--- src/rtl/iter_seq_pkg.sv ---
package iter_seq_pkg;
    localparam int NUM_PHASES   = 13;
    localparam int DWELL_CYCLES = 11;
    localparam logic [NUM_PHASES-1:0] MUL_SCHEDULE = 13'h00FF;

    function automatic int unsigned ceil_log2(input int unsigned v);
        int unsigned r;
        r = 0;
        while ((1 << r) < v) r++;
        return (r == 0) ? 1 : r;
    endfunction
endpackage

--- src/rtl/iter_seq_dwell_counter.sv ---
module iter_seq_dwell_counter #(
    parameter int DWELL = iter_seq_pkg::DWELL_CYCLES,
    localparam int CW   = iter_seq_pkg::ceil_log2(DWELL)
) (
    input  logic          clk,
    input  logic          rst,
    output logic [CW-1:0] tick_q,
    output logic [CW-1:0] tick_nxt,
    output logic          phase_done
);
    localparam logic [CW-1:0] LAST = CW'(DWELL - 1);

    always_comb begin
        phase_done = (tick_q == LAST);
        tick_nxt   = phase_done ? '0 : tick_q + 1'b1;
    end

    always_ff @(posedge clk) begin
        if (rst) tick_q <= '0;
        else     tick_q <= tick_nxt;
    end

    AST_TICK_RANGE: assert property (@(posedge clk) disable iff (rst)
        tick_q <= LAST);
endmodule

--- src/rtl/iter_seq_phase_ring.sv ---
module iter_seq_phase_ring #(
    parameter int PHASES = iter_seq_pkg::NUM_PHASES,
    localparam int SW    = iter_seq_pkg::ceil_log2(PHASES)
) (
    input  logic          clk,
    input  logic          rst,
    input  logic          advance,
    output logic [SW-1:0] phase_q,
    output logic [SW-1:0] phase_nxt
);
    localparam logic [SW-1:0] TOP = SW'(PHASES - 1);

    always_comb begin
        if (!advance)          phase_nxt = phase_q;
        else if (phase_q == TOP) phase_nxt = '0;
        else                   phase_nxt = phase_q + 1'b1;
    end

    always_ff @(posedge clk) begin
        if (rst) phase_q <= '0;
        else     phase_q <= phase_nxt;
    end

    AST_PHASE_HOLD: assert property (@(posedge clk) disable iff (rst)
        !advance |=> $stable(phase_q));
    AST_PHASE_WRAP: assert property (@(posedge clk) disable iff (rst)
        (advance && phase_q == TOP) |=> phase_q == '0);
    AST_PHASE_RANGE: assert property (@(posedge clk) disable iff (rst)
        phase_q <= TOP);
endmodule

--- src/rtl/iter_seq_strobe_gen.sv ---
module iter_seq_strobe_gen #(
    parameter int PHASES = iter_seq_pkg::NUM_PHASES,
    parameter int DWELL  = iter_seq_pkg::DWELL_CYCLES,
    parameter logic [PHASES-1:0] MUL_MASK = iter_seq_pkg::MUL_SCHEDULE,
    localparam int SW    = iter_seq_pkg::ceil_log2(PHASES),
    localparam int CW    = iter_seq_pkg::ceil_log2(DWELL)
) (
    input  logic              clk,
    input  logic              rst,
    input  logic [SW-1:0]     phase_q,
    input  logic [SW-1:0]     phase_nxt,
    input  logic [CW-1:0]     tick_q,
    input  logic [CW-1:0]     tick_nxt,
    output logic              mul_en,
    output logic [PHASES-1:0] load_stb
);
    localparam logic [CW-1:0] LAST = CW'(DWELL - 1);

    logic              closing;
    logic [PHASES-1:0] stb_nxt;
    logic              mul_nxt;

    assign closing = (tick_nxt == LAST);

    for (genvar k = 0; k < PHASES; k++) begin : g_stb
        assign stb_nxt[k] = closing && (phase_nxt == SW'(k));
    end

    always_comb begin
        mul_nxt = 1'b0;
        for (int k = 0; k < PHASES; k++)
            if (phase_nxt == SW'(k)) mul_nxt = MUL_MASK[k];
    end

    always_ff @(posedge clk) begin
        if (rst) begin
            load_stb <= '0;
            mul_en   <= 1'b0;
        end else begin
            load_stb <= stb_nxt;
            mul_en   <= mul_nxt;
        end
    end

    AST_STB_ONEHOT0: assert property (@(posedge clk) disable iff (rst)
        $onehot0(load_stb));
    AST_STB_LAST_TICK: assert property (@(posedge clk) disable iff (rst)
        (|load_stb) |-> (tick_q == LAST));
    AST_STB_PULSE: assert property (@(posedge clk) disable iff (rst)
        (|load_stb) |=> !(|load_stb));
endmodule

--- src/rtl/iter_sequencer.sv ---
module iter_sequencer #(
    parameter int NUM_PHASES = iter_seq_pkg::NUM_PHASES,
    parameter int DWELL      = iter_seq_pkg::DWELL_CYCLES,
    parameter logic [NUM_PHASES-1:0] MUL_MASK = iter_seq_pkg::MUL_SCHEDULE,
    localparam int SW        = iter_seq_pkg::ceil_log2(NUM_PHASES),
    localparam int CW        = iter_seq_pkg::ceil_log2(DWELL)
) (
    input  logic                  clk,
    input  logic                  rst,
    output logic [SW-1:0]         phase_sel,
    output logic                  mul_en,
    output logic [NUM_PHASES-1:0] load_stb
);
    logic [CW-1:0] tick_q, tick_nxt;
    logic          phase_done;
    logic [SW-1:0] phase_q, phase_nxt;

    iter_seq_dwell_counter #(.DWELL(DWELL)) i_dwell (
        .clk(clk), .rst(rst),
        .tick_q(tick_q), .tick_nxt(tick_nxt), .phase_done(phase_done)
    );

    iter_seq_phase_ring #(.PHASES(NUM_PHASES)) i_ring (
        .clk(clk), .rst(rst), .advance(phase_done),
        .phase_q(phase_q), .phase_nxt(phase_nxt)
    );

    iter_seq_strobe_gen #(.PHASES(NUM_PHASES), .DWELL(DWELL), .MUL_MASK(MUL_MASK)) i_stb (
        .clk(clk), .rst(rst),
        .phase_q(phase_q), .phase_nxt(phase_nxt),
        .tick_q(tick_q), .tick_nxt(tick_nxt),
        .mul_en(mul_en), .load_stb(load_stb)
    );

    assign phase_sel = phase_q;

    AST_RESET_QUIET: assert property (@(posedge clk)
        rst |=> (phase_sel == '0 && load_stb == '0 && !mul_en));
    AST_STB_PHASE: assert property (@(posedge clk) disable iff (rst)
        (|load_stb) |-> load_stb[phase_sel]);
endmodule

--- config.mk ---
export PLATFORM = sky130hd
export DESIGN_NAME = iter_sequencer
export DESIGN_NICKNAME = d
export VERILOG_FILES = /design/src/rtl/iter_seq_pkg.sv /design/src/rtl/iter_seq_dwell_counter.sv /design/src/rtl/iter_seq_phase_ring.sv /design/src/rtl/iter_seq_strobe_gen.sv /design/src/rtl/iter_sequencer.sv
export SDC_FILE = /design/constraint.sdc
export NUM_CORES = 1
export LEC_CHECK = 0
export BUFFER_PORTS_ARGS = -buffer_cell sky130_fd_sc_hd__buf_2
export CELL_PAD_IN_SITES_DETAIL_PLACEMENT = 1
export CELL_PAD_IN_SITES_GLOBAL_PLACEMENT = 2
export CORE_MARGIN = 5
export CORE_UTILIZATION = 34
export CTS_CLUSTER_SIZE = 8
export DETAILED_ROUTE_END_ITERATION = 10
export GPL_ROUTABILITY_DRIVEN = 0
export HOLD_SLACK_MARGIN = 0.02
export PLACE_DENSITY_LB_ADDON = 0.08
export SYNTH_ARGS = -nofsm -noshare
export SYNTH_HDL_FRONTEND = slang
export SYNTH_SLANG_ARGS = --single-unit
--- constraint.sdc ---
create_clock -name clk -period 2.63 [get_ports clk]
set_input_delay 0.3945 -clock clk [delete_from_list [all_inputs] [get_ports clk]]
set_output_delay 0.3945 -clock clk [all_outputs]
set_load 0.02 [all_outputs]
==> out/results.ini <==
[worst_setup_path]
critPathLaunchType=flip-flop
critical_path.top_delay_family=simple AND/OR/NAND/NOR gates
crit_type=flip-flop to flip-flop
worst-endpoint-arrival_ps=2270
worstPathMaxFanout=14
crit_chain=inv_1, ha_1, and3_1, nor4b_2, o21ai_1, nor2_1
worst-path-buf-inv=1
cp.required_ps=2880
r2r_slack_ps=610
critPathMaxStageDelay_ps=630
r2r-end=i_stb.load_stb[7]
critPathCaptureType=flip-flop
slowest_stage=dfxtp_1
worstReg2RegStart=i_ring.phase_q[0]
r2r_cells=6

[floorplan]
fp.dieArea_um2=4290
dieHeight_um=65.5
start_util=0.349
fp.coreArea_um2=3000
die_x_um=65.5
rows=20
io_pins=20

[clocking]
cts_max_path_buffers=2
cts_tree=built
path_clk_slew_ps=120
post_cts_buffers=0
htree_levels=1
postCtsHoldBufs=0
root_buffer=clkbuf_4
cts_made_buffers=3
clk_latency_ps=310
cts.sinks=22
post_cts_resized=0

[detailed_routing]
drt-pass1-iter-count=4
initialDrtViolationCount=38
wl_per_cell_um=14.6
via_per_inst=5.15
vias=849
ant_nets=0
wl_um=2400
drc=0

[final_layout]
antenna_cells=0
nets=137
post-route-util=0.393
area_delta_synth_final_pct=12.8
layout-drive-gt1-share=0.265
final_cells=165

[power_and_ir_drop]
leakage_nw=0.459
vdd_drop_max_mv=0.144
power.density_nw_per_um2=462
finalPower_w=0.000546

[global_routing]
grt_pass1_wl_um=4060
grt_max_degree=17
grt_pass1_vias=829
antenna_found_initial=0
grt-ovfl-total=0
grt_use_total=0.125

[yosys]
syn_nets=119
synth.top_cell.area_share=0.421
syn_area_per_cell_um2=9.11
yosysWarningCount=0
synth_edf_count=0
ys_seq_area_frac=0.421
ys.flop_type=dfxtp_1
yosysUniqueCellTypes=38
syn_inst=115
ys_ff_latch=22
postSynth.asyncResetShare=0
post-synth-top-area-cell=dfxtp_1
synth_area_um2=1050
netlist_top_cells_area=dfxtp_1 (42%), nor2_1 (6.5%), nor3_1 (3.8%)

[timing]
rsz0062_at_grt=false
finalMaxSlewViolations=0
slew_headroom=0.639
fin_crit_sh=0.768
setup_tns_ps=0
hold_viol=0
finalSetupViolCount=0
setup_ws_ps=611
finalClockSkew_ps=4.64
tightestPinTransition_ps=540
period_needed_ps=2020
fmax_mhz=495

[place]
portBuffers=19
dpl.hpwl_um=1720
placed_cells=161
place_ws_ps=608

[worst_hold_path]
hold_path_class=input pin to flip-flop
hold_depth=2
hold-path-endpoint=i_dwell.tick_q[2]
min-delay-start=rst

[run_status]
outcome=complete, no violations

[run]
maxCapViolCount=0

cell usage in the layout, fill, tap and decap left out, types with 2 or more instances in the layout:
| cell type | instances |
|---|---|
| ha_1 | 2 |
| nand2_1 | 9 |
| nand2b_1 | 5 |
| a211oi_2 | 2 |
| a31oi_1 | 2 |
| mux2i_1 | 2 |
| buf_2 | 19 |
| dfxtp_1 | 22 |
| inv_1 | 4 |
| clkbuf_4 | 3 |
| a21oi_1 | 5 |
| nor2_1 | 18 |
| o21ai_0 | 3 |
| o21ai_1 | 4 |
| nor3_1 | 8 |
worst max path at each step:
stage	from	endpoint	depth (start not counted)
floorplan	i_ring.phase_q[0]	i_stb.load_stb[7]	7
global placement	i_ring.phase_q[0]	i_stb.load_stb[7]	6
detailed placement	i_ring.phase_q[0]	i_stb.load_stb[7]	6
CTS	i_ring.phase_q[0]	i_stb.load_stb[7]	6
global route	i_ring.phase_q[0]	i_stb.load_stb[7]	6
finish	i_ring.phase_q[0]	i_stb.load_stb[7]	6
cell families (layout without fill, tap and decap cells):
kind of cell / after synthesis / count (layout) / synth area share
AND/OR/NAND/NOR: 55 / 55 / 0.313
AO/OA/AOI/OAI: 22 / 22 / 0.157
flip-flops: 22 / 22 / 0.421
buffers and inverters: 11 / 28 / 0.0585
adder cells (fa/ha/maj): 2 / 2 / 0.0239
multiplexers: 2 / 2 / 0.0191
XOR/XNOR: 1 / 1 / 0.00836
power by group:
group          internal [W]  switching [W]  leakage, nW   total, W
Clock             0.0000845       0.000103       0.0210   0.000188
Combinational    0.00000674     0.00000818        0.260  0.0000149
Sequential         0.000337     0.00000551        0.178   0.000343
Total              0.000429       0.000117        0.459   0.000546
metal layers:
metal,part of all wire,routed length (um),GRT usage,vias to the layer above
met2,0.42,1010,0.180,18
met4,0.012,29,0.0544,0
met3,0.048,115,0.0325,2
met5,0,0,0,-
li1,-,-,-,432
met1,0.52,1240,0.175,397
cell type report:
type                       instances  area (um^2)
clock buffer                       4         36.3
tap                               33         41.3
timing repair buffer              20          103
sequential                        22          440
inverter                           4         15.0
multi-input combinational         82          546
fill                             363         1820
sequential cells by signal, indices dropped and copies added, names as in the netlist:
| name | cells |
|---|---|
| i_stb.mul_en | 1 |
| i_dwell.tick_q | 4 |
| i_ring.phase_q | 4 |
| i_stb.load_stb | 13 |
stage by stage:
step | area [um^2] | hold WS [ps]
after floorplan | 1050 | 500
after global placement | 1140 | 552
after detailed placement | 1140 | 572
after CTS | 1180 | 386
after global routing | 1180 | 393
final | 1180 | 394
synthesized netlist by cell type (2+ instances only):
master / instances
a21oi_1: 5
ha_1: 2
buf_6: 2
nand2_1: 9
nor3_1: 8
nand2b_1: 5
o21ai_1: 4
dfxtp_1: 22
buf_2: 4
o21ai_0: 3
mux2i_1: 2
a211oi_2: 2
nor2_1: 18
a31oi_1: 2
inv_1: 4
No activity file was read; power rests on OpenSTA's default activity.
